### src/rtl/pit_pkg.sv
package pit_pkg;
   typedef enum logic [1:0] {
      IRQ_KEEP = 2'd0,
      IRQ_SET  = 2'd1,
      IRQ_DROP = 2'd2
   } irq_op_e;
endpackage

### src/rtl/pit_prescaler.sv
module pit_prescaler #(
   parameter int CYC_PER_MS = 50000
) (
   input  logic clk,
   input  logic rst_n,
   input  logic restart,
   output logic tick
);
   localparam int CW = (CYC_PER_MS > 2) ? $clog2(CYC_PER_MS) : 1;
   localparam logic [CW-1:0] LAST = CW'(CYC_PER_MS - 1);

   logic [CW-1:0] cnt_q;

   assign tick = (cnt_q == LAST);

   always_ff @(posedge clk) begin
      if (!rst_n)        cnt_q <= '0;
      else if (restart)  cnt_q <= '0;
      else if (tick)     cnt_q <= '0;
      else               cnt_q <= cnt_q + 1'b1;
   end
endmodule

### src/rtl/pit_period.sv
module pit_period #(
   parameter int RLD_W = 9
) (
   input  logic             clk,
   input  logic             rst_n,
   input  logic             load,
   input  logic [RLD_W-1:0] load_val,
   input  logic             ms_tick,
   output logic [RLD_W-1:0] reload,
   output logic             expire
);
   logic [RLD_W-1:0] reload_q;
   logic [RLD_W-1:0] ms_cnt_q;

   assign reload = reload_q;
   assign expire = ms_tick && (ms_cnt_q == reload_q);

   always_ff @(posedge clk) begin
      if (!rst_n) begin
         reload_q <= '0;
         ms_cnt_q <= '0;
      end else if (load) begin
         reload_q <= load_val;
         ms_cnt_q <= '0;
      end else if (expire) begin
         ms_cnt_q <= '0;
      end else if (ms_tick) begin
         ms_cnt_q <= ms_cnt_q + 1'b1;
      end
   end
endmodule

### src/rtl/pit_irq.sv
module pit_irq #(
   parameter bit ACK_ON_READ = 1'b1
) (
   input  logic clk,
   input  logic rst_n,
   input  logic restart,
   input  logic expire,
   input  logic ack,
   input  logic rd_en,
   output logic irq
);
   import pit_pkg::*;

   logic    clr;
   irq_op_e op;
   logic    irq_q;

   generate
      if (ACK_ON_READ) begin : g_rd_clears
         assign clr = ack | rd_en;
      end else begin : g_ack_only
         logic unused_rd;
         assign unused_rd = rd_en;
         assign clr = ack;
      end
   endgenerate

   always_comb begin
      if (restart)     op = IRQ_DROP;
      else if (expire) op = IRQ_SET;
      else if (clr)    op = IRQ_DROP;
      else             op = IRQ_KEEP;
   end

   always_ff @(posedge clk) begin
      if (!rst_n) irq_q <= 1'b0;
      else begin
         case (op)
            IRQ_SET:  irq_q <= 1'b1;
            IRQ_DROP: irq_q <= 1'b0;
            default:  irq_q <= irq_q;
         endcase
      end
   end

   assign irq = irq_q;
endmodule

### src/rtl/pit_timer.sv
module pit_timer #(
   parameter int CYC_PER_MS  = 50000,
   parameter int RLD_W       = 9,
   parameter int BUS_W       = 32,
   parameter bit ACK_ON_READ = 1'b1
) (
   input  logic             clk,
   input  logic             rst_n,
   input  logic             wr_en,
   input  logic [BUS_W-1:0] wr_data,
   input  logic             rd_en,
   input  logic             ack,
   output logic [RLD_W-1:0] rd_data,
   output logic             irq
);
   generate
      if (CYC_PER_MS < 2) begin : g_bad_prescale
         $error("pit_timer: CYC_PER_MS must be at least 2");
      end
      if (RLD_W < 1 || BUS_W <= RLD_W) begin : g_bad_width
         $error("pit_timer: need 1 <= RLD_W < BUS_W");
      end
   endgenerate

   logic ms_tick;
   logic period_end;
   logic unused_hi;

   assign unused_hi = ^wr_data[BUS_W-1:RLD_W];

   pit_prescaler #(.CYC_PER_MS(CYC_PER_MS)) u_pre (
      .clk     (clk),
      .rst_n   (rst_n),
      .restart (wr_en),
      .tick    (ms_tick)
   );

   pit_period #(.RLD_W(RLD_W)) u_per (
      .clk      (clk),
      .rst_n    (rst_n),
      .load     (wr_en),
      .load_val (wr_data[RLD_W-1:0]),
      .ms_tick  (ms_tick),
      .reload   (rd_data),
      .expire   (period_end)
   );

   pit_irq #(.ACK_ON_READ(ACK_ON_READ)) u_irq (
      .clk     (clk),
      .rst_n   (rst_n),
      .restart (wr_en),
      .expire  (period_end),
      .ack     (ack),
      .rd_en   (rd_en),
      .irq     (irq)
   );
endmodule

### config.mk
export PLATFORM = sky130hd
export DESIGN_NAME = pit_timer
export DESIGN_NICKNAME = d
export VERILOG_FILES = /design/src/rtl/pit_pkg.sv /design/src/rtl/pit_prescaler.sv /design/src/rtl/pit_period.sv /design/src/rtl/pit_irq.sv /design/src/rtl/pit_timer.sv
export SDC_FILE = /design/constraint.sdc
export NUM_CORES = 1
export LEC_CHECK = 0
export ABC_AREA = 1
export BUFFER_PORTS_ARGS = -buffer_cell sky130_fd_sc_hd__clkbuf_2
export CAP_MARGIN = 15
export CORE_MARGIN = 2
export CORE_UTILIZATION = 57
export CTS_CLUSTER_DIAMETER = 50
export DETAILED_ROUTE_END_ITERATION = 10
export GPL_ROUTABILITY_DRIVEN = 0
export PLACE_DENSITY_LB_ADDON = 0.2
export SETUP_SLACK_MARGIN = 0.1
export SYNTH_ARGS = -nofsm -noshare
export SYNTH_HDL_FRONTEND = slang
export SYNTH_HIERARCHICAL = 1
export SYNTH_SLANG_ARGS = --single-unit
### constraint.sdc
create_clock -name clk -period 5.5 [get_ports clk]
set_clock_uncertainty 0.15 [all_clocks]
set_input_delay 0.275 -clock clk [delete_from_list [all_inputs] [get_ports clk]]
set_output_delay 0.275 -clock clk [all_outputs]
set_load 0.02 [all_outputs]
## Yosys cells after proc, flatten, opt, wreduce, memory -nomap -nowiden

Index checks and enable logic that the tools add are counted.
W data, S select, Z words.

| cells by class | value |
|---|---|
| div/mod/pow operators | 0 |
| multipliers | 0 |
| $add $sub $neg | 2 |
| order comparisons | 0 |
| shift-type cells | 0 |
| equal/unequal tests | 4 |
| multiplexer cells | 4 |
| bitwise logic cells | 2 |
| reduce and logical (&&, ||, !) cells | 4 |

Operators with widths:

| operator | number |
|---|---|
| $add A16 B1 Y16 const B | 1 |
| $eq A16 B16 Y1 const B | 1 |
| $add A9 B1 Y9 const B | 1 |
| $eq A9 B9 Y1 | 1 |
| $mux W2 | 3 |
| $reduce_or A3 Y1 | 2 |
| $eq A2 B1 Y1 const B | 1 |
| $eq A2 B2 Y1 const B | 1 |
| $pmux W1 S2 | 1 |
| $reduce_bool A2 Y1 | 1 |
| $logic_and A1 B1 Y1 | 1 |
| $not A1 Y1 | 1 |
| $or A1 B1 Y1 | 1 |

| storage, ports and cells | value |
|---|---|
| input port bits | 37 |
| RAM bits | 0 |
| bits in read-only memories | 0 |
| register bits after elaboration | 35 |
| output and inout port bits | 10 |
| logic and storage cells | 20 |
| latch bits | 0 |
| memories kept | 0 |

## Longest topological paths before layout

Gate-level depths: netlist of run 1.

| logic depth | value |
|---|---|
| depth after elaboration | 6 |
| mapped depth | 15 |

## By module

The synthesis of run 1 kept the hierarchy.

Modules (own cells, without submodules):

| module | cells an instance | instances | area an instance (um^2) |
|---|---|---|---|
| pit_period | 142 | 1 | 972.2 |
| pit_prescaler | 131 | 1 | 863.3 |
| pit_irq | 11 | 1 | 67.6 |

## Worst setup path after synthesis of run 1

Ideal clock, no wire load.

| timing | value |
|---|---|
| path kind | register to register |
| from | register u_pre.cnt_q[0] |
| to | register u_irq.irq_q (netlist: u_irq/irq) |
| data required time | 5.237 ns |
| slack | 2.902 ns |
| stages on the path, launching flop included | 15 |
| arrival time | 2.336 ns |
| path buffers | 0 |
| period minus slack after synthesis | 2.598 ns |
| library setup time | 0.113 ns |
| cell sequence | dfxtp_1 > ha_1 > nand3_1 > or2_2 > nor2_1 > o21ai_0 > nor3_1 > nand4_1 > nor2_1 > o21ai_0 > ha_1 > inv_1 > nand2_1 > nand2_1 > nor2_1 |

| between the ends | value |
|---|---|
| word-level cells in the longest chain between the ends | 6 |
| elaborated cells between the ends (all ways) | 8 |
| classes of those cells | 3 x eq/ne; 3 x mux; 2 x reduce/logical |

Ends and longest elaborated chain:

| element | line | source |
|---|---|---|
| start: declaration | pit_prescaler.sv:12 | `logic [CW-1:0] cnt_q;` |
| start signal: assignment | pit_prescaler.sv:20 | `else cnt_q <= cnt_q + 1'b1;` |
| $eq A16 B16 Y1 (*) | pit_prescaler.sv:14 | `assign tick = (cnt_q == LAST);` |
| named net ms_tick | pit_timer.sv:25 | `logic ms_tick;` |
| $logic_and A1 B1 Y1 (*) | pit_period.sv:16 | `assign expire = ms_tick && (ms_cnt_q == reload_q);` |
| named net period_end | pit_timer.sv:26 | `logic period_end;` |
| $mux W2 (*) | pit_irq.sv:30 | `else if (expire) op = IRQ_SET;` |
| $mux W2 (*) | pit_irq.sv:29 | `if (restart) op = IRQ_DROP;` |
| $eq A2 B2 Y1 / $eq A2 B1 Y1 (equally long branches) | pit_irq.sv:38 | `case (op)` |
| $pmux W1 S2 / $reduce_bool A2 Y1 (equally long branches) | n/a |  |
| end signal: assignment | pit_irq.sv:41 | `default: irq_q <= irq_q;` |
| end: declaration | pit_irq.sv:16 | `logic irq_q;` |

Mark *: on every way through the listed nets, which the timed path passes. The rest lies on a longest branch.
A chain may end at the register's enable or synchronous reset.

## Worst setup path in the final report of run 1

Same ends and word-level chain as after synthesis.

==> results of run 1 <==
## per-layer routing
metal	vias up	GRT usage, %
li1	937	-
met1	744	31.21
met2	38	30.68
met3	2	6.004
met4	0	6.383
met5	-	0
## power by group
group / total (uW) / switching (uW) / internal [uW]
registers: 264 / 5.24 / 259
clock network: 120 / 74.6 / 45.5
logic: 43.7 / 28.0 / 15.7
## through the flow
step / hold slack [ns] / total power [uW] / instance area [sq um] / worst slack, ns / std cells
after floorplan: 0.2454 / 298.8 / 1903 / 2.902 / 284
after global placement: 0.2904 / 312.9 / 2048 / 2.492 / 348
after detailed placement: 0.3020 / 313.9 / 2048 / 2.421 / 348
after CTS: 0.01936 / 434.8 / 2090 / 2.345 / 354
after global routing: 0.02575 / 450.3 / 2090 / 2.055 / 354
final: 0.03777 / 428.0 / 2090 / 2.315 / 354
## path summary, 6_finish.rpt
path	from	to	slack (ns)	cells past startpoint
max reg2reg	u_pre/cnt_q[0]	u_irq/irq	2.32	13
max	u_pre/cnt_q[0]	u_irq/irq	2.32	13
min	wr_data[0]	u_per/reload[0]	0.04	3
min reg2reg	u_pre/cnt_q[0]	u_pre/cnt_q[0]	0.32	1
## worst max-delay path: cells and delay by family (launching register included)
family / cells / cell delay (ns)
flip-flops: 1 / 0.38
AO/OA/AOI/OAI: 2 / 0.36
buffers and inverters: 1 / 0.05
AND/OR/NAND/NOR: 8 / 1.66
adder cells (fa/ha/maj): 2 / 0.47
## logic make-up (layout without fill, tap and decap cells)
logic type / after synthesis / after routing / synth area share [%]
flops: 35 / 35 / 36.82
xor+xnor: 10 / 10 / 4.603
compound gates: 33 / 33 / 8.876
simple gates: 162 / 162 / 38.92
fa+ha+maj: 3 / 3 / 1.973
buf+inv: 41 / 67 / 8.810
## layout make-up
class,count,share of cell area [%]
well taps,44,2.635
clock buffers,6,1.976
repair buffers,23,5.509
flip-flops and latches,35,33.53
inverters,38,6.826
multi-input cells,208,49.52
## placed cells by master, fill, tap and decap left out, drive strengths merged
cell type,Yosys,routed
inv,38,38
dfxtp,35,35
ha,3,3
nand4,7,7
clkbuf,0,29
nor3,6,6
xor2,7,7
nand3,12,12
xnor2,3,3
or2,3,3
nor2,63,63
nand2,71,71
o21ai,17,17
a21oi,16,16
## flip-flops by register name, summed over array words and instances, names as in the netlist
name	cells
u_irq/irq	1
u_per/ms_cnt_q	9
u_per/reload	9
u_pre/cnt_q	16
==> summary.txt, run 1 <==
Worst setup path
  – Cell with the largest stage delay on the worst path: nor2_1
  – Startpoint Class: flip-flop
  – Largest fanout on the critical path: 6
  – CP most frequent cell: nor2_1
  – Max incr delay on CP: about 0.40 ns
  – CP Cell Sequence: ha_1, nand3_1, or2_2, nor2_1, o21ai_0, nor3_1, nand4_1, nor2_1, o21ai_0, ha_1, inv_1, nor2_1, nor2_1
  – Arrival time at the worst endpoint: 3.25 ns
  – Worst endpoint required time: 5.57 ns
  – Crit path capture type: flip-flop
  – WS Path Type: flip-flop to flip-flop

Yosys
  – Commonest register cell after synthesis: dfxtp_1
  – Distinct cells, synth: 25
  – Top post-synthesis cells by area: dfxtp_1, nand2_1, nor2_1
  – Top cell type's share of synthesized area: between 30 and 40%
  – Cells after Synth: approximately 280
  – Register area share after synthesis: 36.82%
  – Yosys top cell by area: dfxtp_1
  – Commonest cells post-synth: nand2_1, nor2_1, dfxtp_1, inv_1, a21oi_1
  – Cell with the most instances after synthesis: nand2_1
  – Synth warn: 6
  – Mean Syn Cell Area: 6.701 sq um
  – Mapped cell area: 1903 sq um
  – Flip-flop and latch count after synthesis: 35
  – Post-synth ARST share: 0%
  – Synth Net Count: between 300 and 400
  – EDFF count, synth: 0

Placed design
  – Port bufs: 23
  – DP HPWL: 2.842 mm

Route
  – DRT iter0 DRCs: between 100 and 150
  – Post-route ant nets: 0
  – DR vias: 1721
  – Met2 wire len: about 1.6 mm
  – Pre-antenna DRT Iters: 4
  – Metal1 wirelength: around 1.9 mm
  – DR DRC count: 0
  – Met3 WL: about 210 microns
  – Final WL: between 3 and 4 mm
  – DR top layer: met4
  – Post-DR vias/cell: around 4.9
  – WL/cell: between 10 and 15 microns

Finish
  – Multi-input gate area in the final layout: slightly above 1000 sq um
  – P&R area growth vs syn: 9.796%
  – Util after Layout: between 60% and 70%
  – FILL cells: 325
  – Number of diodes: 0
  – Share of cells above drive strength 1: 19.03%
  – Seq. cell area: 700.7 sq um
  – Final nets: between 300 and 400

Global route
  – Vias in the first global route: 1391
  – Largest net degree at the start of global routing: 17
  – First-pass GRT wire length: 6.078 mm
  – GRT Overall Usage: between 20% and 30%
  – Total grt overflow: 0
  – Initial antenna violation count: 0

Timing
  – Ratio of final minimum period to clock period: 57.90%
  – Max Freq: between 300 and 400 MHz
  – Final Max Tran Viols: 0
  – Post-layout minimum cycle time: between 3 and 4 ns
  – Total Neg Setup Slack: 0 ns
  – Max-slew headroom: 68.08%
  – Least-Margin Pin Slew: around 0.48 ns
  – Final setup fails: 0
  – Fin. Hold Viols: 0
  – RSZ-0062 raised after global routing: no

Outcome
  – Status: finished clean

CTS
  – Worst-Skew Late Latency: 0.32 ns
  – CTS tree: yes
  – Post-CTS setup buffers: 0
  – Num CTS Buffers: 5
  – CTS clk-pin slew, worst paths: roughly 0.090 ns
  – Root Driver: clkbuf_4
  – Hold buffers post-CTS: 0
  – Htree depth: 2
  – # clock sinks: 35
  – Post-cts sizing count: 0
  – Clock Path Buffers: 2

Floorplan
  – Core Region: 3103 sq um
  – Starting Density: around 60%
  – Full die area: 3817 sq um
  – Die Y: approximately 62 microns
  – I/O pin total: 47
  – Rows: 20
  – Die width: 61.78 microns

Power
  – Leak: 0.0008147 uW
  – P per Cell Area: about 200 nW/um^2
  – Peak VDD IR: ~140 uV

Min path
  – Min-Delay Path Class: primary input to flip-flop

Run
  – Max-cap violations: 0
No activity file was read; power rests on OpenSTA's default activity.
==> inputs of run 2 (changes only) <==
CORE_UTILIZATION = 48   (was 57)
clock period = 2.7 ns   (was 5.5 ns; I/O delays follow)
==> run 2 against run 1 <==
  * Total power rose by 150%
  * Non-clock buffer count rose by 12
  * Die area rose by 17%
  * Routed wire length rose by 6.3%
  * Clock-buffer cell count rose by 2
  * Worst setup slack got worse by 2.0 ns
  * Highest routed layer unchanged
==> summary.txt, run 2 (synthesis results as in run 1) <==
Route
  – Post-DR vias/cell: approximately 4.8
  – WL/cell: roughly 11 microns
  – DR DRC count: 0
  – Post-route ant nets: 0
  – Pre-antenna DRT Iters: 4
  – Final WL: roughly 3.9 mm
  – DR vias: roughly 1800
  – DRT iter0 DRCs: 121

Timing
  – Final setup fails: 0
  – Max Freq: between 400 and 500 MHz
  – Max-slew headroom: 75.87%
  – Final Max Tran Viols: 0
  – Total Neg Setup Slack: 0 ns
  – Ratio of final minimum period to clock period: 88.49%
  – Least-Margin Pin Slew: approximately 0.36 ns
  – RSZ-0062 raised after global routing: no
  – Fin. Hold Viols: 0
  – Setup ws final: 0.3107 ns
  – Post-layout minimum cycle time: between 2 and 2.5 ns

Min path
  – Min-Delay Path Class: primary input to flip-flop

Global route
  – Largest net degree at the start of global routing: 17
  – Total grt overflow: 0
  – Initial antenna violation count: 0
  – First-pass GRT wire length: 6.906 mm
  – GRT Overall Usage: between 20 and 25%
  – Vias in the first global route: roughly 1600

Worst setup path
  – Worst endpoint required time: between 2 and 3 ns
  – Arrival time at the worst endpoint: 2.42 ns
  – Startpoint Class: flip-flop
  – Crit path capture type: flip-flop
  – Reg2Reg Setup Slack: just over 0.3 ns
  – R2R depth: 14
  – Worst setup path end: u_irq/irq
  – CP Cell Sequence: ha_2, nand3_1, or2_4, nor2_4, o21ai_1, nor3_1, nand4_1, nor2_2, o21ai_1, ha_1, inv_1, nand2_1, nand2_1, nor2_1
  – Cell with the largest stage delay on the worst path: dfxtp_2
  – WS Path Type: flip-flop to flip-flop
  – Critical Path Stages: 14
  – Critical R2R Capture: u_irq/irq
  – CP top delay family: simple AND/OR/NAND/NOR gates
  – Critical path buffer and inverter count: 1
  – Largest fanout on the critical path: 3
  – Max incr delay on CP: 0.34 ns
  – Crit path from: u_pre/cnt_q[1]
  – Launching point of the worst reg2reg path: u_pre/cnt_q[1]

Floorplan
  – I/O pin total: 47
  – Rows: 22
  – Starting Density: approximately half
  – Full die area: roughly 4500 sq um
  – Die Y: around 67 microns
  – Core Region: ~3700 sq um
  – Die width: between 60 and 70 microns

CTS
  – Htree depth: 2
  – Root Driver: clkbuf_8
  – Clock Path Buffers: 2
  – Worst-Skew Late Latency: approximately 0.28 ns
  – CTS clk-pin slew, worst paths: about 0.06 ns
  – Post-CTS setup buffers: 0
  – Num CTS Buffers: 5
  – CTS tree: yes
  – # clock sinks: 35

Finish
  – Post-route cell area: around 2300 sq um
  – Multi-input gate area in the final layout: 1050 sq um
  – FILL cells: about 370
  – Max reg flops: 16
  – Util after Layout: between 60 and 70%
  – P&R area growth vs syn: 19.99%
  – Final nets: around 360
  – Largest register by flop count: u_pre/cnt_q
  – Seq. cell area: about 700 sq um
  – Most frequent cells in the layout: nand2_1, nor2_1, inv_1, dfxtp_1, clkbuf_2
  – Most common cell after layout, fill and taps aside: nand2_1
  – Share of cells above drive strength 1: between 20% and 30%
  – Number of diodes: 0
  – Post-Layout Cell Count: around 370

Placed design
  – DP HPWL: between 2 and 3 mm
  – Pre-CTS setup slack: between 0.1 and 0.15 ns
  – Port bufs: 23
  – Area after DPL: roughly 2100 sq um
  – Placed Instances: 355

Run
  – Max-cap violations: 0

Power
  – Leak: about 0.00089 uW
  – P per Cell Area: 459.2 nW/um^2
  – Peak VDD IR: 267.8 uV

Outcome
  – Status: finished clean
## run 2: layout make-up
cell class | instances | area share, %
clock buffers | 8 | 4.384
inverters | 38 | 6.247
multi-input cells | 208 | 45.97
flip-flops and latches | 35 | 30.79
well taps | 48 | 2.630
repair buffers | 35 | 9.973
## run 2: worst min path at each step
stage                    start         endpoint  cells past startpoint
detailed placement  wr_data[4]  u_per/reload[4]                      3
floorplan                rst_n        u_irq/irq                      2
CTS                      rst_n        u_irq/irq                      3
global route             rst_n        u_irq/irq                      3
finish                   rst_n        u_irq/irq                      3
global placement    wr_data[4]  u_per/reload[4]                      3
## run 2: repair_timing
action	CTS	global route
setup endpoints to repair	0	1
hold endpoints to repair	9	0
resized for setup	0	9
hold buffers	9	0
## run 2: worst register-to-register path: stages, from the launching register on
cell and delay [ns]:
dfxtp_2 0.34, ha_2 0.18, nand3_1 0.11, or2_4 0.27, nor2_4 0.12, o21ai_1 0.09, nor3_1 0.19, nand4_1 0.14
nor2_2 0.16, o21ai_1 0.09, ha_1 0.26, inv_1 0.07, nand2_1 0.05, nand2_1 0.05, nor2_1 0.04
## run 2: power by group
part	total [uW]	internal [uW]	switching, uW
clock network	408	233	175
logic	102	41.6	60.6
registers	539	528	10.6
total	1050	802	246
## run 2: metal layers
metal | routed length (microns) | part of all wire [%] | GRT usage [%] | up-vias
met4 | 42 | 1.1 | 6.888 | 0
met1 | 2004 | 51 | 28.20 | 795
met2 | 1702 | 43 | 30.38 | 34
li1 | - | - | - | 964
met5 | 0 | 0 | 0 | -
met3 | 165 | 4.2 | 4.054 | 4
## run 2: through the flow
step                      power [uW]  hold slack [ns]
after floorplan                608.7           0.1054
after global placement         639.0           0.2112
after detailed placement       640.0           0.2137
after CTS                       1059          0.03949
after global routing            1097          0.07310
final                           1049          0.04661
==> inputs of run 3 (changes only) <==
--- a/config.mk
+++ b/config.mk
@@ -11,4 +11,5 @@
 export CORE_MARGIN = 2
 export CORE_UTILIZATION = 48
+export CTS_BUF_LIST = sky130_fd_sc_hd__clkbuf_8 sky130_fd_sc_hd__clkbuf_16
 export CTS_CLUSTER_DIAMETER = 50
 export DETAILED_ROUTE_END_ITERATION = 10
==> constraint.sdc (replaced) <==
create_clock -name clk -period 2.7 [get_ports clk]
set_clock_uncertainty 0.15 [all_clocks]
set_input_delay 0.27 -clock clk [delete_from_list [all_inputs] [get_ports clk]]
set_output_delay 0.27 -clock clk [all_outputs]
set_load 0.02 [all_outputs]
==> run 3 against run 2 <==
  * Non-clock buffer count down 9
  * Sequential cell count did not move
  * First-iteration DRC count decreased by 6.6%
  * Worst setup slack got worse by 0.018 ns
  * Clock power fell by 13%
  * Die area is the same
==> summary.txt, run 3 (synthesis results as in run 1) <==
Power
  – Leak: ~0.00085 uW
  – Peak VDD IR: approximately 280 uV
  – P per Cell Area: 451.0 nW/um^2
  – Total Power: approximately 980 uW

Route
  – Post-route ant nets: 0
  – DRT iter0 DRCs: between 100 and 150
  – Final WL: roughly 3.9 mm
  – DR vias: around 1800
  – Pre-antenna DRT Iters: 5
  – Post-DR vias/cell: 4.887
  – DR DRC count: 0
  – WL/cell: ~11 microns

Timing
  – Max Freq: slightly above 400 MHz
  – Ratio of final minimum period to clock period: between 80% and 90%
  – Final Max Tran Viols: 0
  – Fin. Hold Viols: 0
  – Max-slew headroom: between 70% and 80%
  – Post-layout minimum cycle time: between 2 and 2.5 ns
  – Total Neg Setup Slack: 0 ns
  – Least-Margin Pin Slew: ~0.37 ns
  – Final setup fails: 0
  – RSZ-0062 raised after global routing: no

CTS
  – Worst-Skew Late Latency: about 0.29 ns
  – CTS tree: yes
  – Num CTS Buffers: 5
  – # clock sinks: 35
  – Htree depth: 2
  – Post-CTS setup buffers: 0
  – Root Driver: clkbuf_8
  – CTS clk-pin slew, worst paths: approximately 0.070 ns
  – Clock Path Buffers: 2

Floorplan
  – Core Region: about 3700 sq um
  – Die width: about 67 microns
  – Full die area: between 4000 and 5000 sq um
  – I/O pin total: 47
  – Die Y: about 67 microns
  – Rows: 22
  – Starting Density: 50.84%

Finish
  – Max reg flops: 16
  – P&R area growth vs syn: 14.53%
  – Largest register by flop count: u_pre/cnt_q
  – Final nets: 354
  – Most common cell after layout, fill and taps aside: nand2_1
  – Most frequent cells in the layout: nand2_1, nor2_1, inv_1, dfxtp_1, clkbuf_2
  – Share of cells above drive strength 1: between 20% and 30%
  – Number of diodes: 0
  – FILL cells: between 300 and 400

Min path
  – Min-Delay Path Class: primary input to flip-flop
  – Worst hold stages: 3

Worst setup path
  – WS Path Type: flip-flop to flip-flop
  – Arrival time at the worst endpoint: between 2 and 2.5 ns
  – Startpoint Class: flip-flop
  – Worst endpoint required time: roughly 2.7 ns
  – R2R depth: 14
  – Largest fanout on the critical path: 3
  – Crit path capture type: flip-flop

Placed design
  – Port bufs: 23
  – DP HPWL: 2.840 mm

Outcome
  – Status: finished clean

Global route
  – First-pass GRT wire length: between 6 and 7 mm
  – Largest net degree at the start of global routing: 17
  – Initial antenna violation count: 0
  – Vias in the first global route: between 1500 and 2000
  – GRT Overall Usage: 20.23%
  – Total grt overflow: 0

Run
  – Max-cap violations: 0
==> run 3: path summary, 6_finish.rpt <==
check                  from              end  slack (ns)
min              wr_data[7]  u_per/reload[7]        0.07
max reg2reg  u_pre/cnt_q[1]        u_irq/irq        0.29
min reg2reg       u_irq/irq        u_irq/irq        0.34
max          u_pre/cnt_q[1]        u_irq/irq        0.29
==> run 3: critical path, cell delays in order (launching register included) <==
cell,delay [ns]
dfxtp_2,0.34
ha_2,0.20
nand3_2,0.09
or2_4,0.26
nor2_4,0.12
o21ai_1,0.10
nor3_1,0.18
nand4_1,0.14
nor2_2,0.15
o21ai_0,0.10
ha_1,0.27
inv_1,0.07
nand2_1,0.05
nand2_1,0.05
nor2_1,0.04
==> run 3: routing by layer <==
metal	global-route usage (%)	up-vias	part of all wire [%]
met4	7.398	0	0.62
met1	27.99	779	53
met3	6.926	2	5.1
li1	-	956	-
met2	28.88	37	41
met5	0	-	0
==> run 3: final cells by class <==
class | count | area [sq um] | area share [%]
multi-input combinational | 208 | 1055 | 48.39
sequential | 35 | 703.2 | 32.26
inverter | 38 | 142.6 | 6.544
timing repair buffer | 26 | 137.6 | 6.315
clock buffer | 5 | 68.82 | 3.157
tap | 48 | 60.06 | 2.755
clock inverter | 3 | 12.51 | 0.5741
==> run 3: where the power goes <==
part | internal (uW) | switching [uW] | total (uW)
sequential | 528 | 10.4 | 538
clock | 173 | 180 | 353
combinational | 33.2 | 58.0 | 91.2
==> run 3: repair_timing <==
action	4_1_cts	5_1_grt
hold buffers	0	0
hold endpoints to repair	0	0
endpoints found under the setup margin	0	1
gates resized for setup	0	9
==> run 3: per-stage QoR <==
stage | utilization (%) | instance area (sq um) | hold slack [ns] | instances | worst slack (ns)
after floorplan | - | 1903 | 0.2404 | 284 | 0.1016
after global placement | 55.45 | 2076 | 0.3237 | 355 | 0.1551
after detailed placement | 55.45 | 2076 | 0.3291 | 355 | 0.1661
after CTS | 57.62 | 2157 | 0.05739 | 363 | 0.1420
after global routing | 58.22 | 2180 | 0.08488 | 363 | 0.09002
final | 58.22 | 2180 | 0.06807 | 363 | 0.2926
